===== src/rtl/tbp_pkg.sv =====
package tbp_pkg;
  typedef enum logic [2:0] {
    ST_IDLE  = 3'd0,
    ST_RD_A  = 3'd1,
    ST_RD_B  = 3'd2,
    ST_RC_A  = 3'd3,
    ST_RC_B  = 3'd4
  } tbp_state_e;
endpackage


===== src/rtl/tbp_pair_cmp.sv =====
module tbp_pair_cmp (
  input  logic clk,
  input  logic rst,
  input  logic load_i,
  input  logic cur_main_i,
  input  logic cur_sel_i,
  output logic tog_main_o,
  output logic tog_sel_o
);
  logic first_main_q;
  logic first_sel_q;

  always_ff @(posedge clk) begin
    if (rst) begin
      first_main_q <= 1'b0;
      first_sel_q  <= 1'b0;
    end else if (load_i) begin
      first_main_q <= cur_main_i;
      first_sel_q  <= cur_sel_i;
    end
  end

  assign tog_main_o = first_main_q ^ cur_main_i;
  assign tog_sel_o  = first_sel_q ^ cur_sel_i;
endmodule


===== src/rtl/tbp_poll_cnt.sv =====
module tbp_poll_cnt #(
  parameter int MAX_POLLS = 16
) (
  input  logic clk,
  input  logic rst,
  input  logic clr_i,
  input  logic inc_i,
  output logic last_o
);
  localparam int CW = $clog2(MAX_POLLS + 1);
  localparam logic [CW-1:0] LAST = CW'(MAX_POLLS - 1);

  logic [CW-1:0] cnt_q;

  always_ff @(posedge clk) begin
    if (rst || clr_i) cnt_q <= '0;
    else if (inc_i)   cnt_q <= cnt_q + 1'b1;
  end

  assign last_o = (cnt_q == LAST);


  cnt_bound_chk: assert property (@(posedge clk) disable iff (rst)
    inc_i |-> !last_o);
endmodule


===== src/rtl/tbp_poll_ctrl.sv =====
module tbp_poll_ctrl #(
  parameter int DW        = 8,
  parameter int MAX_POLLS = 16,
  parameter int TOG_BIT   = 6,
  parameter int LIM_BIT   = 5,
  parameter int SEL_BIT   = 2
) (
  input  logic          clk,
  input  logic          rst,
  input  logic          start_i,
  input  logic          query_i,
  output logic          rd_req_o,
  input  logic          rd_ack_i,
  input  logic [DW-1:0] rd_data_i,
  output logic          busy_o,
  output logic          done_o,
  output logic          err_o,
  output logic          timeout_o,
  output logic          erasing_o,
  output logic          selected_o
);
  import tbp_pkg::*;

  tbp_state_e state_q;
  logic       is_qry_q;
  logic       xfer;
  logic       load_first;
  logic       tog_main;
  logic       tog_sel;
  logic       lim_flag;
  logic       cnt_last;
  logic       cnt_inc;
  logic       cnt_clr;
  logic       data_unused;

  assign data_unused = ^rd_data_i;
  assign xfer       = rd_req_o & rd_ack_i;
  assign lim_flag   = rd_data_i[LIM_BIT];
  assign load_first = xfer && (state_q == ST_RD_A || state_q == ST_RC_A);
  assign cnt_clr    = (state_q == ST_IDLE) && start_i;
  assign cnt_inc    = xfer && (state_q == ST_RD_B) && !is_qry_q &&
                      tog_main && !lim_flag && !cnt_last;

  tbp_pair_cmp cmp_i (
    .clk        (clk),
    .rst        (rst),
    .load_i     (load_first),
    .cur_main_i (rd_data_i[TOG_BIT]),
    .cur_sel_i  (rd_data_i[SEL_BIT]),
    .tog_main_o (tog_main),
    .tog_sel_o  (tog_sel)
  );

  tbp_poll_cnt #(.MAX_POLLS(MAX_POLLS)) cnt_i (
    .clk    (clk),
    .rst    (rst),
    .clr_i  (cnt_clr),
    .inc_i  (cnt_inc),
    .last_o (cnt_last)
  );

  always_ff @(posedge clk) begin
    if (rst) begin
      state_q    <= ST_IDLE;
      is_qry_q   <= 1'b0;
      rd_req_o   <= 1'b0;
      busy_o     <= 1'b0;
      done_o     <= 1'b0;
      err_o      <= 1'b0;
      timeout_o  <= 1'b0;
      erasing_o  <= 1'b0;
      selected_o <= 1'b0;
    end else begin
      done_o <= 1'b0;
      err_o  <= 1'b0;
      case (state_q)
        ST_IDLE: if (start_i) begin
          state_q    <= ST_RD_A;
          is_qry_q   <= query_i;
          rd_req_o   <= 1'b1;
          busy_o     <= 1'b1;
          timeout_o  <= 1'b0;
          erasing_o  <= 1'b0;
          selected_o <= 1'b0;
        end
        ST_RD_A: if (xfer) state_q <= ST_RD_B;
        ST_RD_B: if (xfer) begin
          if (is_qry_q || !tog_main) begin
            erasing_o  <= is_qry_q & tog_main;
            selected_o <= is_qry_q & tog_sel;
            state_q    <= ST_IDLE;
            rd_req_o   <= 1'b0;
            busy_o     <= 1'b0;
            done_o     <= 1'b1;
          end else if (lim_flag) begin
            state_q <= ST_RC_A;
          end else if (cnt_last) begin
            state_q   <= ST_IDLE;
            rd_req_o  <= 1'b0;
            busy_o    <= 1'b0;
            done_o    <= 1'b1;
            err_o     <= 1'b1;
            timeout_o <= 1'b1;
          end else begin
            state_q <= ST_RD_A;
          end
        end
        ST_RC_A: if (xfer) state_q <= ST_RC_B;
        ST_RC_B: if (xfer) begin
          state_q  <= ST_IDLE;
          rd_req_o <= 1'b0;
          busy_o   <= 1'b0;
          done_o   <= 1'b1;
          err_o    <= tog_main;
        end
        default: state_q <= ST_IDLE;
      endcase
    end
  end


  err_with_done_chk: assert property (@(posedge clk) disable iff (rst)
    err_o |-> done_o);

  done_single_chk: assert property (@(posedge clk) disable iff (rst)
    done_o |=> !done_o);

  req_hold_chk: assert property (@(posedge clk) disable iff (rst)
    (rd_req_o && !rd_ack_i) |=> rd_req_o);

  req_in_run_chk: assert property (@(posedge clk) disable iff (rst)
    rd_req_o |-> busy_o);

  timeout_rise_chk: assert property (@(posedge clk) disable iff (rst)
    $rose(timeout_o) |-> err_o);

  mode_stable_chk: assert property (@(posedge clk) disable iff (rst)
    (busy_o && !done_o && $past(busy_o)) |-> $stable(is_qry_q));
endmodule


===== config.mk =====
export PLATFORM = sky130hd
export DESIGN_NAME = tbp_poll_ctrl
export DESIGN_NICKNAME = d
export VERILOG_FILES = /design/src/rtl/tbp_pkg.sv /design/src/rtl/tbp_pair_cmp.sv /design/src/rtl/tbp_poll_cnt.sv /design/src/rtl/tbp_poll_ctrl.sv
export SDC_FILE = /design/constraint.sdc
export NUM_CORES = 1
export LEC_CHECK = 0
export ABC_AREA = 0
export CAP_MARGIN = 0
export CORE_UTILIZATION = 44
export CTS_CLUSTER_SIZE = 14
export DETAILED_ROUTE_END_ITERATION = 8
export HOLD_SLACK_MARGIN = 0.02
export PLACE_DENSITY_LB_ADDON = 0.05
export SKIP_CTS_REPAIR_TIMING = 1
export SLEW_MARGIN = 20
export SYNTH_ARGS = -nofsm -noshare
export SYNTH_HDL_FRONTEND = slang
export SYNTH_SLANG_ARGS = --single-unit
export TNS_END_PERCENT = 20

===== constraint.sdc =====
create_clock -name clk -period 3.5 [get_ports clk]
set_clock_uncertainty 0.15 [all_clocks]
set_input_delay 0.875 -clock clk [delete_from_list [all_inputs] [get_ports clk]]
set_output_delay 0.875 -clock clk [all_outputs]
set_load 0.03 [all_outputs]

==> qor.yml <==
slowest_stage: "clkdlybuf4s50_1"
synth.ff_latch_count: 17
syn_area_sq_um: 897
endpoint_kind: "output port"
holdPathStages: 2
slew_headroom_pct: 67.7
drt-met1-wl_um: 848
cts_max_path_buffers: 2
antenna_found_initial: 0
drv_slew: 0
rsz0062_at_grt: "no"
setup_violations: 0
power_density_nw_per_um2: 341
synth_xor_area_share_pct: 5.72
cp_top_family: "buffers and inverters"
boundaryPins: 20
worstPathCellList: "clkdlybuf4s50_1"
rr_startpoint: "cnt_i.cnt_q[0]"
ys_types: 41
met2WireLength_um: 709
place.gp.congestion: 0.768
crit_fanout: 9
clk_latency_ps: 290
path_clk_slew_ps: 100
stdcell_count: 133
syn_nets: 111
nFillCells: 179
cts_root_buffer: "clkbuf_4"
synth_edf_count: 0
grt_pass1_vias: 648
met3_length_um: 63
diodes: 0
post-route-period-util_pct: 72.3
ys.flop_type: "dfxtp_1"
final_common_cell: "dfxtp_1"
vias_per_cell: 5.29
r2r_cells: 7
synthMuxAreaShare_pct: 5.72
fin_area_sq_um: 1060
yosysWarnings: 0
wl_um: 1660
yosys.area_share.simple_pct: 31.8
final_core_util_pct: 58.1
synthAdderAreaFrac_pct: 2.79
rrSetupSlack_ps: 1400
whs_ps: 299
cts_made_buffers: 3
yosysSeqAreaShare_pct: 37.9
start_util_pct: 49.3
hold_path.class: "flip-flop to flip-flop"
min_to: "timeout_o"
power_leakage_nw: 0.359
drt_iter0_markers: 13
status: "finished, final reports clean"
arrival_ps: 1510
worst_pin_slew_ps: 483
first_pass_iters: 4
floorplan.core_area_sq_um: 1820
fin_crit_ps: 2530
die_area_sq_um: 2220
cp_num_buf_inv: 1
routed.top_layer: "met4"
dp_hpwl_um: 1230
crit_type: "flip-flop to output port"
final_cell_mix: "dfxtp_1, clkdlybuf4s50_1, nor2_1"
rows: 15
place_area_sq_um: 1030
clkSinkCount: 17
detail-route-antenna-nets: 0
drv_cap: 0
synth_top_family_by_area: "simple AND/OR/NAND/NOR gates"
die-width_um: 47.2
grt_overflow: 0
hold_violations: 0
dp_cells: 129
die_y_um: 47.2
cts_tree: "yes"
fmax_mhz: 395
synth_compound_area_share_pct: 10.3
grt_usage_pct: 19.0
drcViolationCount: 0
worstPathRequired_ps: 2470
reg2reg_to: "cnt_i.cnt_q[3]"
slowest_delay_ps: 730
grt_start_max_net_pins: 15
grt_pass1_wl_um: 2890
final_layout_size_suffix_gt1_share_pct: 12.0
htreeDepth: 1
area_growth_pct: 18.0
async_flop_share_pct: 0
nets: 124
vias: 703
vdd_drop_max_uv: 210
cp-start-kind: "flip-flop"
syn_area_per_cell_sq_um: 9.34
port_buffers: 14
hold_start: "timeout_o"
synthCells: 96
finalSetupTns_ps: 0
wl_per_cell_um: 12.5
area by class of cell:
cell class | count | area [sq um] | share of cell area [%]
Clock buffer | 4 | 26.3 | 2.48
Inverter | 4 | 15.0 | 1.42
Multi-Input combinational cell | 69 | 505 | 47.8
Sequential cell | 17 | 340 | 32.2
Tap cell | 25 | 31.3 | 2.96
Timing Repair Buffer | 14 | 140 | 13.2
worst max-delay path by stage:
stage / cells past startpoint / startpoint / slack [ps] / end
final: 1 / busy_o / 970 / rd_req_o
after global routing: 1 / busy_o / 900 / busy_o
after CTS: 1 / busy_o / 950 / rd_req_o
after detailed placement: 5 / rd_data_i[6] / 870 / selected_o
after global placement: 5 / rd_data_i[6] / 880 / selected_o
after floorplan: 7 / cnt_i.cnt_q[0] / 1480 / cnt_i.cnt_q[3]
stage by stage:
| stage | power [W] | setup slack, ps |
|---|---|---|
| floorplan | 0.000241 | 1480 |
| global placement | 0.000259 | 884 |
| detailed placement | 0.000260 | 870 |
| CTS | 0.000367 | 954 |
| global route | 0.000377 | 898 |
| finish | 0.000361 | 968 |
kinds of logic (layout without fill, tap and decap cells):
group           Yosys count  after routing
buf+inv                  10             22
compound gates           13             13
simple gates             44             44
xor+xnor                  5              5
fa+ha+maj                 2              2
flops                    17             17
mux                       5              5
flip-flops by register name (all words and copies together), names as in the netlist:
name	flops
is_qry_q	1
cmp_i.first_sel_q	1
busy_o	1
timeout_o	1
err_o	1
cmp_i.first_main_q	1
cnt_i.cnt_q	5
selected_o	1
done_o	1
state_q	3
erasing_o	1
routing by layer:
layer  track usage (%)  vias to the layer above
li1                  -                      371
met1              28.0                      311
met3              3.85                        4
met5                 0                        -
met4              13.1                        0
met2              24.4                       17
synthesized netlist by cell type, types with 3 or more instances:
| cell type | number | area share, % |
|---|---|---|
| dfxtp_1 | 17 | 38 |
| nor2_1 | 10 | 4.2 |
| inv_1 | 4 | 1.7 |
| mux2i_1 | 4 | 4.5 |
| nor2b_1 | 4 | 2.8 |
| nor3_1 | 4 | 2.2 |
| nor4_1 | 4 | 2.8 |
| a21oi_1 | 3 | 1.7 |
| nand2_1 | 3 | 1.3 |
power by group:
group | internal, W | switching, W | total, W | leakage [nW]
clock network | 0.0000444 | 0.0000617 | 0.000106 | 0.0150
registers | 0.000197 | 0.00000982 | 0.000207 | 0.138
logic | 0.0000231 | 0.0000251 | 0.0000482 | 0.206
Power figures use the tool's default switching activity.
